===== config.mk =====
export PLATFORM = sky130hd
export DESIGN_NAME = shift_add_mult
export DESIGN_NICKNAME = d
export VERILOG_FILES = /design/src/rtl/smul_pkg.sv /design/src/rtl/smul_rst_sync.sv /design/src/rtl/smul_ctrl.sv /design/src/rtl/smul_datapath.sv /design/src/rtl/shift_add_mult.sv
export SDC_FILE = /design/constraint.sdc
export NUM_CORES = 1
export LEC_CHECK = 0
export ABC_CLOCK_PERIOD_IN_PS = 1800
export CORE_UTILIZATION = 40
export CTS_BUF_LIST = sky130_fd_sc_hd__clkbuf_16
export CTS_CLUSTER_DIAMETER = 100
export DETAILED_ROUTE_END_ITERATION = 16
export DONT_BUFFER_PORTS = 1
export HOLD_SLACK_MARGIN = 0.03
export SYNTH_ARGS = -nofsm -noshare
export SYNTH_HDL_FRONTEND = slang
export SYNTH_SLANG_ARGS = --single-unit

===== constraint.sdc =====
create_clock -name clk -period 1.8 [get_ports clk]
set_clock_uncertainty 0.2 [all_clocks]
set_input_delay 0.18 -clock clk [delete_from_list [all_inputs] [get_ports clk]]
set_output_delay 0.18 -clock clk [all_outputs]
set_load 0.02 [all_outputs]

===== src/rtl/smul_pkg.sv =====
package smul_pkg;
  typedef enum logic {
    ST_IDLE = 1'b0,
    ST_RUN  = 1'b1
  } smul_state_e;
endpackage


===== src/rtl/smul_rst_sync.sv =====
module smul_rst_sync #(
  parameter int STAGES = 2
) (
  input  logic clk,
  input  logic rst_n,
  output logic rst_sync_n
);
  logic [STAGES-1:0] chain_q;
  logic [STAGES-1:0] chain_d;

  always_comb begin
    chain_d = {chain_q[STAGES-2:0], 1'b1};
  end

  always_ff @(posedge clk or negedge rst_n) begin
    if (!rst_n) chain_q <= '0;
    else        chain_q <= chain_d;
  end

  assign rst_sync_n = chain_q[STAGES-1];
endmodule


===== src/rtl/smul_ctrl.sv =====
module smul_ctrl
  import smul_pkg::*;
#(
  parameter int B_W = 8
) (
  input  logic clk,
  input  logic rst_n,
  input  logic start_i,
  output logic load_o,
  output logic step_o,
  output logic busy_o,
  output logic done_o
);
  localparam int CNT_W = $clog2(B_W + 1);
  localparam logic [CNT_W-1:0] LAST_CNT = CNT_W'(B_W - 1);

  smul_state_e      state_q, state_d;
  logic [CNT_W-1:0] cnt_q, cnt_d;
  logic             done_q, done_d;
  logic             last_step;

  assign last_step = (state_q == ST_RUN) && (cnt_q == LAST_CNT);

  always_comb begin
    state_d = state_q;
    cnt_d   = cnt_q;
    done_d  = 1'b0;
    unique case (state_q)
      ST_IDLE: begin
        if (start_i) begin
          state_d = ST_RUN;
          cnt_d   = '0;
        end
      end
      ST_RUN: begin
        cnt_d = cnt_q + 1'b1;
        if (last_step) begin
          state_d = ST_IDLE;
          done_d  = 1'b1;
        end
      end
      default: state_d = ST_IDLE;
    endcase
  end

  always_ff @(posedge clk or negedge rst_n) begin
    if (!rst_n) begin
      state_q <= ST_IDLE;
      cnt_q   <= '0;
      done_q  <= 1'b0;
    end else begin
      state_q <= state_d;
      cnt_q   <= cnt_d;
      done_q  <= done_d;
    end
  end

  assign load_o = (state_q == ST_IDLE) && start_i;
  assign step_o = (state_q == ST_RUN);
  assign busy_o = (state_q == ST_RUN);
  assign done_o = done_q;

  // done is a single-cycle pulse
  p_done_single_r4: assert property (@(posedge clk) disable iff (!rst_n)
    done_o |=> !done_o);

  // done only follows a running cycle
  p_done_after_run_r4: assert property (@(posedge clk) disable iff (!rst_n)
    done_o |-> $past(busy_o));

  // running ends only on the last count
  p_run_length_r3: assert property (@(posedge clk) disable iff (!rst_n)
    $fell(busy_o) |-> $past(cnt_q) == LAST_CNT);

  // start while running never ends or restarts a run early
  p_start_ignored_r7: assert property (@(posedge clk) disable iff (!rst_n)
    (busy_o && start_i && cnt_q != LAST_CNT) |=> (busy_o && cnt_q == $past(cnt_q) + 1'b1));
endmodule


===== src/rtl/smul_datapath.sv =====
module smul_datapath #(
  parameter int A_W = 8,
  parameter int B_W = 8
) (
  input  logic               clk,
  input  logic               rst_n,
  input  logic               load_i,
  input  logic               step_i,
  input  logic [A_W-1:0]     mcand_i,
  input  logic [B_W-1:0]     mplier_i,
  output logic [A_W+B_W-1:0] product_o
);
  localparam int P_W = A_W + B_W;

  logic [P_W-1:0] mcand_q, mcand_d;
  logic [B_W-1:0] mplier_q, mplier_d;
  logic [P_W-1:0] prod_q, prod_d;
  logic [P_W:0]   sum;
  logic           reg_en;

  assign reg_en = load_i | step_i;
  assign sum    = {1'b0, prod_q} + {1'b0, mcand_q};

  always_comb begin
    mcand_d  = mcand_q;
    mplier_d = mplier_q;
    prod_d   = prod_q;
    if (load_i) begin
      mcand_d  = {{B_W{1'b0}}, mcand_i};
      mplier_d = mplier_i;
      prod_d   = '0;
    end else if (step_i) begin
      mcand_d  = mcand_q << 1;
      mplier_d = mplier_q >> 1;
      if (mplier_q[0]) prod_d = sum[P_W-1:0];
    end
  end

  always_ff @(posedge clk or negedge rst_n) begin
    if (!rst_n) begin
      mcand_q  <= '0;
      mplier_q <= '0;
      prod_q   <= '0;
    end else if (reg_en) begin
      mcand_q  <= mcand_d;
      mplier_q <= mplier_d;
      prod_q   <= prod_d;
    end
  end

  assign product_o = prod_q;

  // a zero tested bit leaves the accumulator alone
  p_zero_bit_hold_r9: assert property (@(posedge clk) disable iff (!rst_n)
    (step_i && !mplier_q[0]) |=> $stable(product_o));

  // the adder never carries out of the product width
  p_no_overflow_r5: assert property (@(posedge clk) disable iff (!rst_n)
    (step_i && mplier_q[0]) |-> !sum[P_W]);

  // loading clears the product and latches the multiplier
  p_load_clear_r2: assert property (@(posedge clk) disable iff (!rst_n)
    load_i |=> (product_o == '0 && mplier_q == $past(mplier_i)));
endmodule


===== src/rtl/shift_add_mult.sv =====
module shift_add_mult #(
  parameter int A_W = 8,
  parameter int B_W = 8
) (
  input  logic               clk,
  input  logic               rst_n,
  input  logic               start_i,
  input  logic [A_W-1:0]     mcand_i,
  input  logic [B_W-1:0]     mplier_i,
  output logic               busy_o,
  output logic               done_o,
  output logic [A_W+B_W-1:0] product_o
);
  logic rst_int_n;
  logic load;
  logic step;

  smul_rst_sync #(.STAGES(2)) u_rst (
    .clk        (clk),
    .rst_n      (rst_n),
    .rst_sync_n (rst_int_n)
  );

  smul_ctrl #(.B_W(B_W)) u_ctrl (
    .clk     (clk),
    .rst_n   (rst_int_n),
    .start_i (start_i),
    .load_o  (load),
    .step_o  (step),
    .busy_o  (busy_o),
    .done_o  (done_o)
  );

  smul_datapath #(.A_W(A_W), .B_W(B_W)) u_dp (
    .clk       (clk),
    .rst_n     (rst_int_n),
    .load_i    (load),
    .step_i    (step),
    .mcand_i   (mcand_i),
    .mplier_i  (mplier_i),
    .product_o (product_o)
  );

  // idle without start keeps the product
  p_product_hold_r8: assert property (@(posedge clk) disable iff (!rst_int_n)
    (!busy_o && !start_i) |=> $stable(product_o));

  // idle outputs while internal reset is held
  p_reset_idle_r1: assert property (@(posedge clk)
    !rst_int_n |-> (!busy_o && !done_o && product_o == '0));
endmodule


==> results of run 1 <==
## cells by family after synthesis
logic type | count (synthesis)
buf+inv | 20
xor+xnor | 8
simple gates | 78
flops | 48
mux | 19
other cells | 1
fa+ha+maj | 17
compound gates | 81
## worst max path at each step
stage	endpoint	slack [ps]	cells after the start	from
final	u_dp.product_o[10]	-510	10	u_dp.product_o[0]
after global routing	u_dp.product_o[10]	-580	10	u_dp.mcand_q[0]
after CTS	u_dp.product_o[15]	-440	7	u_dp.product_o[1]
after detailed placement	u_dp.product_o[15]	-450	7	u_dp.product_o[1]
after global placement	u_dp.product_o[15]	-410	7	u_dp.product_o[1]
after floorplan	u_dp.product_o[14]	-390	9	u_dp.product_o[0]
## what timing repair did
action                                  in CTS  in global routing
endpoints found under the setup margin      12                 14
hold buffers                                37                  0
hold endpoints to repair                    26                  0
gates resized for setup                     13                  3
pin swaps                                    5                  8
buffers inserted                             7                  4
## area by class of cell
class | count | area (sq um) | area share (%)
clock buffers | 5 | 125 | 3.11
repair buffers | 113 | 951 | 23.6
flip-flops and latches | 48 | 1210 | 30.1
well taps | 77 | 96.3 | 2.39
multi-input cells | 204 | 1560 | 38.7
inverters | 5 | 18.8 | 0.466
clock inverters | 3 | 63.8 | 1.58
## power breakdown
| part | switching, uW | internal [uW] |
|---|---|---|
| registers | 350 | 1470 |
| logic | 1540 | 1670 |
| clock network | 407 | 791 |
## cell usage after synthesis, types with 2 or more instances
cell type  number
dfrtp_1        48
nand2_1        34
o21ai_0        32
mux2i_1        19
ha_1           16
a21oi_1        13
nor2_1         12
a22o_1         10
clkbuf_1       10
nand2b_1        8
nand3_1         6
inv_1           5
xnor2_1         5
a21o_1          4
buf_2           3
or3_1           3
xor2_1          3
a211oi_2        2
a31oi_1         2
a32o_1          2
and2_1          2
buf_1           2
nand4_1         2
nor2b_1         2
nor4_1          2
o21a_1          2
o21bai_1        2
o31a_1          2
## flip-flops by register name, indices dropped and copies added, names as in the netlist
| name | cells |
|---|---|
| u_rst.chain_q | 2 |
| u_dp.product_o | 16 |
| u_dp.mplier_q | 8 |
| u_dp.mcand_q | 16 |
| u_ctrl.done_o | 1 |
| u_ctrl.cnt_q | 4 |
| u_ctrl.busy_o | 1 |
## per-stage QoR
| step | instances | hold slack [ps] | worst slack, ps | setup TNS [ps] |
|---|---|---|---|---|
| 2_1_floorplan | 272 | -316 | -392 | -2350 |
| 3_3_place_gp | 400 | -316 | -406 | -3490 |
| 3_5_place_dp | 400 | -316 | -454 | -3670 |
| 4_1_cts | 452 | 65.2 | -437 | -3460 |
| 5_1_grt | 455 | 55.7 | -576 | -4860 |
| 6_report | 455 | -56.2 | -514 | -3760 |
## cell usage in the layout, fill, tap and decap left out, drive strengths merged, types with 2 or more instances in the layout
master and count:
or2 2, dfrtp 48, xor2 3, xnor2 5, nand3 6, clkbuf 5, nand2b 8, a21o 4
nor2 12, nor2b 2, a32o 2, and2 3, o21a 2, a31oi 2, o31a 2, o21bai 2
o21ai 33, buf 77, ha 16, mux2i 19, bufinv 2, a211oi 3, nor4 2, inv 6
nand4 2, a21oi 14, a22o 10, nand2 35, or3 3, dlygate4sd3 36
## per-layer routing
metal | share of wire [%] | vias up | wire (microns)
li1 | - | 1189 | -
met1 | 47 | 1115 | 3200
met2 | 48 | 39 | 3250
met3 | 3.6 | 6 | 240
met4 | 0.90 | 0 | 61
met5 | 0 | - | 0
==> results.py, run 1 <==
metrics = {
    "clock_network": {
        "cts.sinks": 48,
        "cts_buffers": 5,
        "cts.path.max_buffers": 2,
        "ctsRootBufferMaster": "clkbuf_16",
        "cts_tree": "yes",
        "path_clk_slew_ps": 70,
        "clock_latency_ps": 280,
        "htree_levels": 2,
    },
    "critical_path": {
        "cp.buffers_inverters": 2,
        "critPathRequiredTime_ps": 1780,
        "max_stage_delay_ps": 420,
        "end_kind": "register",
        "r2r_setup_slack_ps": -510,
        "timing.rr.end": "u_dp.product_o[10]",
        "r2r_cells": 10,
        "start_kind": "register",
        "worstSetupPathType": "register to register",
        "crit_slowest_cell": "dfrtp_2",
        "path_max_fanout": 3,
        "critical-path-top-delay-family": "compound AO/OA/AOI/OAI gates",
        "path_cells": "ha_4 > inv_2 > fa_2 > nand2b_4 > a21oi_4 > buf_4 > o21bai_4 > a21oi_2 > or3_1 > a32o_1",
        "arrival_ps": 2290,
        "r2r_start": "u_dp.product_o[0]",
    },
    "synth": {
        "ys.flop_type": "dfrtp_1",
        "synth_edf_count": 0,
        "synthTopCellsByArea": "dfrtp_1 (45%), ha_1 (7.5%), mux2i_1 (7.1%)",
        "ys_async_sr_fraction_pct": 100,
        "syn_avg_cell_area_sq_um": 9.83,
        "synth_top_family_by_area": "compound AO/OA/AOI/OAI gates",
        "muxShareOfSynthArea_pct": 7.12,
        "synth_top_area_cell": "dfrtp_1",
        "synth_seq_cells": 48,
        "synth-simple-area-share_pct": 13.7,
        "syn_nets": 308,
        "syn_area_sq_mm": 0.00267,
        "synth.distinct_cells": 47,
        "yosysWarningCount": 0,
        "synthCells": 272,
        "synth_compound_area_share_pct": 20.3,
        "synth_top_area_share_pct": 44.9,
        "ys_seq_area_share_pct": 44.9,
        "synthAdderAreaFrac_pct": 8.24,
        "synth_xor_area_share_pct": 2.62,
    },
    "routing": {
        "drt.antenna.violating_nets": 0,
        "drc_errors": 0,
        "num_vias": 2349,
        "firstDrtPassIters": 4,
        "first_iter_violations": 79,
        "drt-total-wl_microns": 6760,
        "post_drt_via_cell_ratio": 5.16,
        "wl_per_cell_microns": 14.8,
    },
    "finish": {
        "fill_cells": 533,
        "final_area_sq_mm": 0.00403,
        "nets": 413,
        "drive_gt1_share_pct": 31.7,
        "n_antenna_cell": 0,
        "area_delta_synth_final_pct": 50.7,
        "utilization_pct": 63.0,
    },
    "status": {
        "status": "finished, violations left",
        "violations": "hold timing, setup timing",
    },
    "hold_path": {
        "hp-class": "input port to register",
        "hp-start": "start_i",
        "hold_depth": 2,
        "hold_end": "u_dp.mcand_q[3]",
    },
    "die": {
        "dieArea_sq_mm": 0.00701,
        "rows": 29,
        "start_util_pct": 41.8,
        "die_w_microns": 83.7,
        "io_pins": 37,
        "coreArea_sq_mm": 0.00639,
        "dieHeight_microns": 83.7,
    },
    "global_route": {
        "grt_most_used_layer": "met2",
        "antenna_found_initial": 0,
        "grt_max_degree": 47,
        "grtUsageMet1_pct": 26.8,
        "gr-usage-met3_pct": 4.25,
        "gr-total-overflow": 0,
        "grt_usage_pct": 20.5,
        "grt_pass1_vias": 2455,
        "grt_pass1_wl_microns": 11500,
        "gr-usage-met2_pct": 35.2,
    },
    "sta": {
        "fin_hold_ws_ps": -56.2,
        "max_freq_mhz": 432,
        "hold_violations": 1,
        "setup_viol": 12,
        "post-route-min-period_ps": 2310,
        "finalCritPeriodShare_pct": 129,
        "rsz0062_at_grt": "true",
        "setup_ws_ps": -514,
        "slew_viol_final": 0,
    },
    "placed_design": {
        "portBuffers": 0,
        "place_hpwl_microns": 4630,
        "postPlaceCellArea_sq_mm": 0.00332,
        "routabilityCongestion": 0.881,
    },
    "pwr": {
        "fin_total_pwr_uw": 6230,
        "vdd_drop_max_mv": 0.906,
        "power_density_mw_per_mm2": 1550,
        "p_leak_uw": 0.00186,
    },
    "flow_run": {
        "drv_cap": 0,
    },
}
No activity file was read; power rests on OpenSTA's default activity.
==> inputs of run 2 (changes only) <==
--- a/config.mk
+++ b/config.mk
@@ -12,6 +12,7 @@
 export DETAILED_ROUTE_END_ITERATION = 16
 export DONT_BUFFER_PORTS = 1
 export HOLD_SLACK_MARGIN = 0.03
+export REMOVE_ABC_BUFFERS = 1
 export SYNTH_ARGS = -nofsm -noshare
 export SYNTH_HDL_FRONTEND = slang
 export SYNTH_SLANG_ARGS = --single-unit
==> run 2 against run 1 <==
Against the previous run: the run ends with setup timing left; clock-buffer cell count did not move; fmax rose by 1.0%; combinational power rose by 2%; register-to-register slack improved by 20 ps; design area fell by 3.2%; critical path type unchanged.
==> results.py, run 2 (same netlist as run 1, synthesis figures left out) <==
metrics = {
    "status": {
        "status": "finished, violations left",
        "violations": "setup timing",
    },
    "clock_network": {
        "cts_tree": "yes",
        "cts_buffers": 5,
        "cts.path.max_buffers": 2,
        "path_clk_slew_ps": 70,
        "htree_levels": 2,
        "cts.sinks": 48,
        "ctsRootBufferMaster": "clkbuf_16",
        "clock_latency_ps": 290,
    },
    "pwr": {
        "p_leak_uw": 0.00187,
        "clock_power_share_pct": 15.6,
        "comb_power_share_pct": 54.4,
        "switching_share_pct": 39.6,
        "vdd_drop_max_mv": 0.873,
        "seqPwrFrac_pct": 30.1,
        "net-switching-power_uw": 2380,
        "p_int_uw": 3620,
        "power_density_mw_per_mm2": 1540,
    },
    "sta": {
        "post-route-min-period_ps": 2290,
        "max_freq_mhz": 437,
        "slew_viol_final": 0,
        "max_slew.worst_pin.slew_ps": 533,
        "hold_violations": 0,
        "setup_ws_ps": -491,
        "fin_hold_ws_ps": 48.2,
        "finalCritPeriodShare_pct": 127,
        "slew_headroom_pct": 64.5,
        "rsz0062_at_grt": "true",
        "setup_viol": 12,
    },
    "routing": {
        "drt-total-wl_microns": 6950,
        "post_drt_via_cell_ratio": 5.35,
        "firstDrtPassIters": 4,
        "first_iter_violations": 71,
        "num_vias": 2366,
        "wl_per_cell_microns": 15.7,
        "drc_errors": 0,
        "drt.antenna.violating_nets": 0,
    },
    "finish": {
        "nets": 400,
        "layout_commonest_cell": "buf_4",
        "utilization_pct": 61.0,
        "n_antenna_cell": 0,
        "final_area_sq_mm": 0.00390,
        "finalNonFillerCells": 442,
        "drive_gt1_share_pct": 33.2,
        "area_delta_synth_final_pct": 45.8,
        "final_cell_mix": "buf_4 (68), dfrtp_1 (46), nand2_1 (33), o21ai_0 (22), dlygate4sd3_1 (21)",
    },
    "placed_design": {
        "routabilityCongestion": 0.799,
        "place_inst": 401,
        "postPlaceCellArea_sq_mm": 0.00323,
        "place_hpwl_microns": 4610,
        "portBuffers": 0,
    },
    "global_route": {
        "gr-usage-met3_pct": 4.75,
        "grt_pass1_vias": 2420,
        "grt_pass1_wl_microns": 11900,
        "antenna_found_initial": 0,
        "gr-usage-met2_pct": 34.1,
        "grtUsageMet1_pct": 29.4,
        "grt_usage_pct": 21.5,
        "grt_most_used_layer": "met2",
        "grt_max_degree": 47,
        "gr-total-overflow": 0,
    },
    "die": {
        "dieHeight_microns": 83.7,
        "die_w_microns": 83.7,
        "io_pins": 37,
        "rows": 29,
        "start_util_pct": 41.8,
        "dieArea_sq_mm": 0.00701,
        "coreArea_sq_mm": 0.00639,
    },
    "critical_path": {
        "critPathRequiredTime_ps": 1820,
        "timing.rr.end": "u_dp.product_o[15]",
        "r2r_start": "u_dp.mcand_q[0]",
        "arrival_ps": 2310,
        "end_kind": "register",
        "start_kind": "register",
        "path_max_fanout": 2,
        "r2r_setup_slack_ps": -490,
        "r2r_cells": 8,
        "worstSetupPathType": "register to register",
    },
    "hold_path": {
        "hp-class": "register to asynchronous set/reset pin",
    },
    "flow_run": {
        "drv_cap": 0,
    },
}
## run 2: cell count changes in the layout (fill, tap and decap cells not counted), moves of 4 or more
cell	previous run	this run
buf_4	76	68
buf_6	0	8
dfrtp_1	38	46
dfrtp_2	10	2
dlygate4sd3_1	36	21
o21ai_0	27	22
o21ai_1	5	9
## run 2: worst max-delay path by stage
stage	start	endpoint	cells after the start	slack, ps
after floorplan	u_ctrl.busy_o	u_dp.product_o[13]	4	-670
after global placement	u_dp.product_o[0]	u_dp.product_o[10]	9	-500
after detailed placement	u_dp.product_o[0]	u_dp.product_o[10]	9	-570
after CTS	u_dp.mcand_q[0]	u_dp.product_o[15]	8	-470
after global routing	u_dp.mcand_q[0]	u_dp.product_o[15]	8	-590
final	u_dp.mcand_q[0]	u_dp.product_o[15]	8	-490
## run 2: stage by stage
stage                     total power [uW]  setup slack (ps)  TNS (ps)
after floorplan                       3310              -670    -11160
after global placement                4520              -498     -4290
after detailed placement              4570              -571     -4820
after CTS                             5910              -469     -8000
after global routing                  6430              -590     -4950
final                                 6000              -491     -4140
## run 2: worst max-delay path: stages, from the launching register on
cell and delay, ps:
dfrtp_1 390, ha_2 210, buf_6 120, a211oi_4 230, o21bai_1 120, o31a_1 290, a211oi_2 220, mux2i_1 250
mux2i_1 190
## run 2: timing repair
action	4_1_cts	5_1_grt
pin swaps	18	11
gates resized for setup	35	24
setup buffers	13	4
endpoints found under the hold margin	24	0
setup endpoints to repair	13	41
hold buffers	22	0
## run 2: area by class of cell
type                            instances  area, sq um
Clock buffer                            5          125
Clock inverter                          3         17.5
Fill cell                             525         2490
Inverter                                5         21.3
Multi-Input combinational cell        204         1580
Sequential cell                        48         1200
Tap cell                               77         96.3
Timing Repair Buffer                  100          851
## run 2: power groups by stage
stage | logic, uW | registers [uW] | clock network [uW]
2_1_floorplan | 1360 | 1960 | 0
3_3_place_gp | 2750 | 1770 | 0
3_5_place_dp | 2790 | 1780 | 0
4_1_cts | 3160 | 1790 | 959
5_1_grt | 3570 | 1850 | 1000
6_report | 3260 | 1800 | 935
## run 2: metal layers
metal	up-vias	part of all wire, %
li1	1156	-
met2	38	48
met4	0	1.7
met5	-	0
met3	9	2.7
met1	1163	48
==> inputs of run 3 (changes only) <==
--- a/config.mk
+++ b/config.mk
@@ -15,4 +15,5 @@
 export REMOVE_ABC_BUFFERS = 1
 export SYNTH_ARGS = -nofsm -noshare
 export SYNTH_HDL_FRONTEND = slang
+export SYNTH_HIERARCHICAL = 1
 export SYNTH_SLANG_ARGS = --single-unit
==> run 3 against run 2 <==
Against the previous run: final cell count rose by 1.1%; the flow finishes with violations (hold timing, setup timing); non-clock buffer count fell by 4; synthesized area rose by 0.84%.
==> results.py, run 3 <==
metrics = {
    "status": {
        "status": "finished, violations left",
        "violations": "hold timing, setup timing",
    },
    "critical_path": {
        "end_kind": "register",
        "crit_slowest_cell": "fa_2",
        "cp-startpoint": "u_dp/product_o[0]",
        "arrival_ps": 2260,
        "r2r_cells": 9,
        "timing.rr.end": "u_dp/product_o[12]",
        "endpoint": "u_dp/product_o[12]",
        "worstSetupPathType": "register to register",
        "path_cells": "ha_2 > inv_2 > fa_2 > nor2b_4 > o21bai_1 > a21oi_2 > a221oi_2 > o2111a_1 > a221o_1",
        "critical-path-top-delay-family": "compound AO/OA/AOI/OAI gates",
        "cp.buffers_inverters": 1,
        "max_stage_delay_ps": 390,
        "r2r_setup_slack_ps": -480,
        "start_kind": "register",
        "cp.depth": 9,
        "path_max_fanout": 2,
        "critPathRequiredTime_ps": 1770,
        "r2r_start": "u_dp/product_o[0]",
    },
    "clock_network": {
        "cts.path.max_buffers": 2,
        "clock_latency_ps": 290,
        "htree_levels": 2,
        "ctsRootBufferMaster": "clkbuf_16",
        "cts_tree": "yes",
        "cts.sinks": 48,
        "path_clk_slew_ps": 70,
        "cts_buffers": 5,
    },
    "synth": {
        "syn_area_sq_mm": 0.00270,
        "ys_seq_area_share_pct": 44.6,
        "yosys-top-cells-count": "dfrtp_1 (48), nand2_1 (40), o21ai_0 (36)",
        "synth.most_common_cell": "dfrtp_1",
        "ys.flop_type": "dfrtp_1",
        "synth_top_area_cell": "dfrtp_1",
        "ys_async_sr_fraction_pct": 100,
        "yosysWarningCount": 6,
        "synthCells": 278,
        "synth_edf_count": 0,
        "synth_top_area_share_pct": 44.6,
        "synth.distinct_cells": 47,
        "synthTopCellsByArea": "dfrtp_1 (45%), mux2i_1 (8.5%), ha_1 (7.4%)",
        "synth_seq_cells": 48,
        "syn_avg_cell_area_sq_um": 9.69,
    },
    "global_route": {
        "gr-total-overflow": 0,
        "antenna_found_initial": 0,
        "grt_max_degree": 33,
        "grt_pass1_wl_microns": 11000,
        "grt_usage_pct": 19.9,
        "grt_pass1_vias": 2356,
    },
    "sta": {
        "hold_violations": 16,
        "rsz0062_at_grt": "true",
        "finalCritPeriodShare_pct": 127,
        "fin_hold_ws_ps": -4.96,
        "timing.setup.tns_ps": -2770,
        "setup_ws_ps": -483,
        "slew_viol_final": 0,
        "post-route-min-period_ps": 2280,
        "setup_viol": 11,
        "max_freq_mhz": 438,
    },
    "placed_design": {
        "portBuffers": 0,
        "pre_cts_ws_ps": -506,
        "place_inst": 408,
        "place_hpwl_microns": 4400,
        "postPlaceCellArea_sq_mm": 0.00326,
        "routabilityCongestion": 0.869,
    },
    "die": {
        "dieArea_sq_mm": 0.00707,
        "start_util_pct": 42.0,
        "io_pins": 37,
        "die_w_microns": 84.1,
        "dieHeight_microns": 84.1,
        "coreArea_sq_mm": 0.00642,
        "rows": 29,
    },
    "routing": {
        "drt-total-wl_microns": 6860,
        "wl_per_cell_microns": 15.3,
        "num_vias": 2309,
        "post_drt_via_cell_ratio": 5.17,
        "drc_errors": 0,
        "firstDrtPassIters": 4,
        "first_iter_violations": 104,
        "drt.antenna.violating_nets": 0,
    },
    "flow_run": {
        "drv_cap": 0,
    },
    "finish": {
        "final_area_sq_mm": 0.00392,
        "drive_gt1_share_pct": 32.7,
        "final_cell_mix": "buf_4 (71), dfrtp_1 (46), nand2_1 (38), o21ai_0 (25), mux2i_1 (23)",
        "area_delta_synth_final_pct": 45.4,
        "finalNonFillerCells": 447,
        "fill_cells": 532,
        "layout_commonest_cell": "buf_4",
        "n_antenna_cell": 0,
        "utilization_pct": 61.0,
        "nets": 405,
    },
    "pwr": {
        "p_leak_uw": 0.00195,
        "vdd_drop_max_mv": 0.912,
        "power_density_mw_per_mm2": 1670,
    },
    "hold_path": {
        "hp-class": "register to asynchronous set/reset pin",
    },
}
run 3: changes by cell type in the layout (fill, tap and decap cells not counted), moves of 4 or more:
cell     change
a22o_1       -8
nor2_1       +6
buf_6        -5
nand2_1      +5
mux2i_1      +4
nand3_1      -4
run 3: report_power, final:
group | internal, uW | total [uW] | switching (uW)
registers | 1480 | 1830 | 353
clock network | 653 | 1070 | 413
logic | 1880 | 3630 | 1760
total | 4010 | 6540 | 2520
run 3: cells by family after synthesis:
logic type / count (synthesis) / synth area share [%]
other: 1 / 0.139
buffers and inverters: 17 / 2.88
adder cells (fa/ha/maj): 17 / 8.17
AND/OR/NAND/NOR: 85 / 14.7
AO/OA/AOI/OAI: 75 / 17.1
multiplexers: 23 / 8.54
flip-flops: 48 / 44.6
XOR/XNOR: 12 / 3.90
run 3: timing repair:
action | CTS | global route
setup buffers | 8 | 6
endpoints found under the hold margin | 40 | 0
setup endpoints to repair | 11 | 16
hold buffers | 20 | 0
gates resized for setup | 32 | 18
pin swaps | 25 | 19
run 3: worst min path at each step:
stage / startpoint / endpoint / cells after the start
6_report: u_rst/chain_q[1] / u_dp/mplier_q[7] / 0
5_1_grt: u_rst/chain_q[1] / u_dp/mplier_q[0] / 0
4_1_cts: u_rst/chain_q[1] / u_dp/product_o[0] / 1
3_5_place_dp: rst_n / u_rst/chain_q[1] / 0
3_3_place_gp: rst_n / u_rst/chain_q[0] / 0
2_1_floorplan: rst_n / u_rst/chain_q[0] / 0
run 3: metrics by stage:
step	hold WS, ps	power, uW
2_1_floorplan	-316	3570
3_5_place_dp	-316	4870
6_report	-4.96	6540
4_1_cts	54.3	6350
5_1_grt	46.7	7000
3_3_place_gp	-316	4800
run 3: final cells by class:
| cell class | instances | area, sq um | area share, % |
|---|---|---|---|
| well taps | 77 | 96.3 | 2.46 |
| clock buffers | 5 | 125 | 3.19 |
| multi-input cells | 213 | 1610 | 41.2 |
| clock inverters | 3 | 42.5 | 1.09 |
| repair buffers | 96 | 817 | 20.9 |
| inverters | 5 | 18.8 | 0.479 |
| flip-flops and latches | 48 | 1200 | 30.7 |
run 3: metal layers:
layer,vias up,wire length (microns),track usage (%)
met5,-,0,0
met4,0,44,4.23
met2,53,3540,34.5
met1,1092,3050,25.1
li1,1160,-,-
met3,4,216,4.95
run 3: worst register-to-register path, cell delays in order, from the launching register on:
cell and delay (ps):
dfrtp_1 350, ha_2 190, inv_2 40, fa_2 390
nor2b_4 140, o21bai_1 100, a21oi_2 200, a221oi_2 90
o2111a_1 230, a221o_1 250
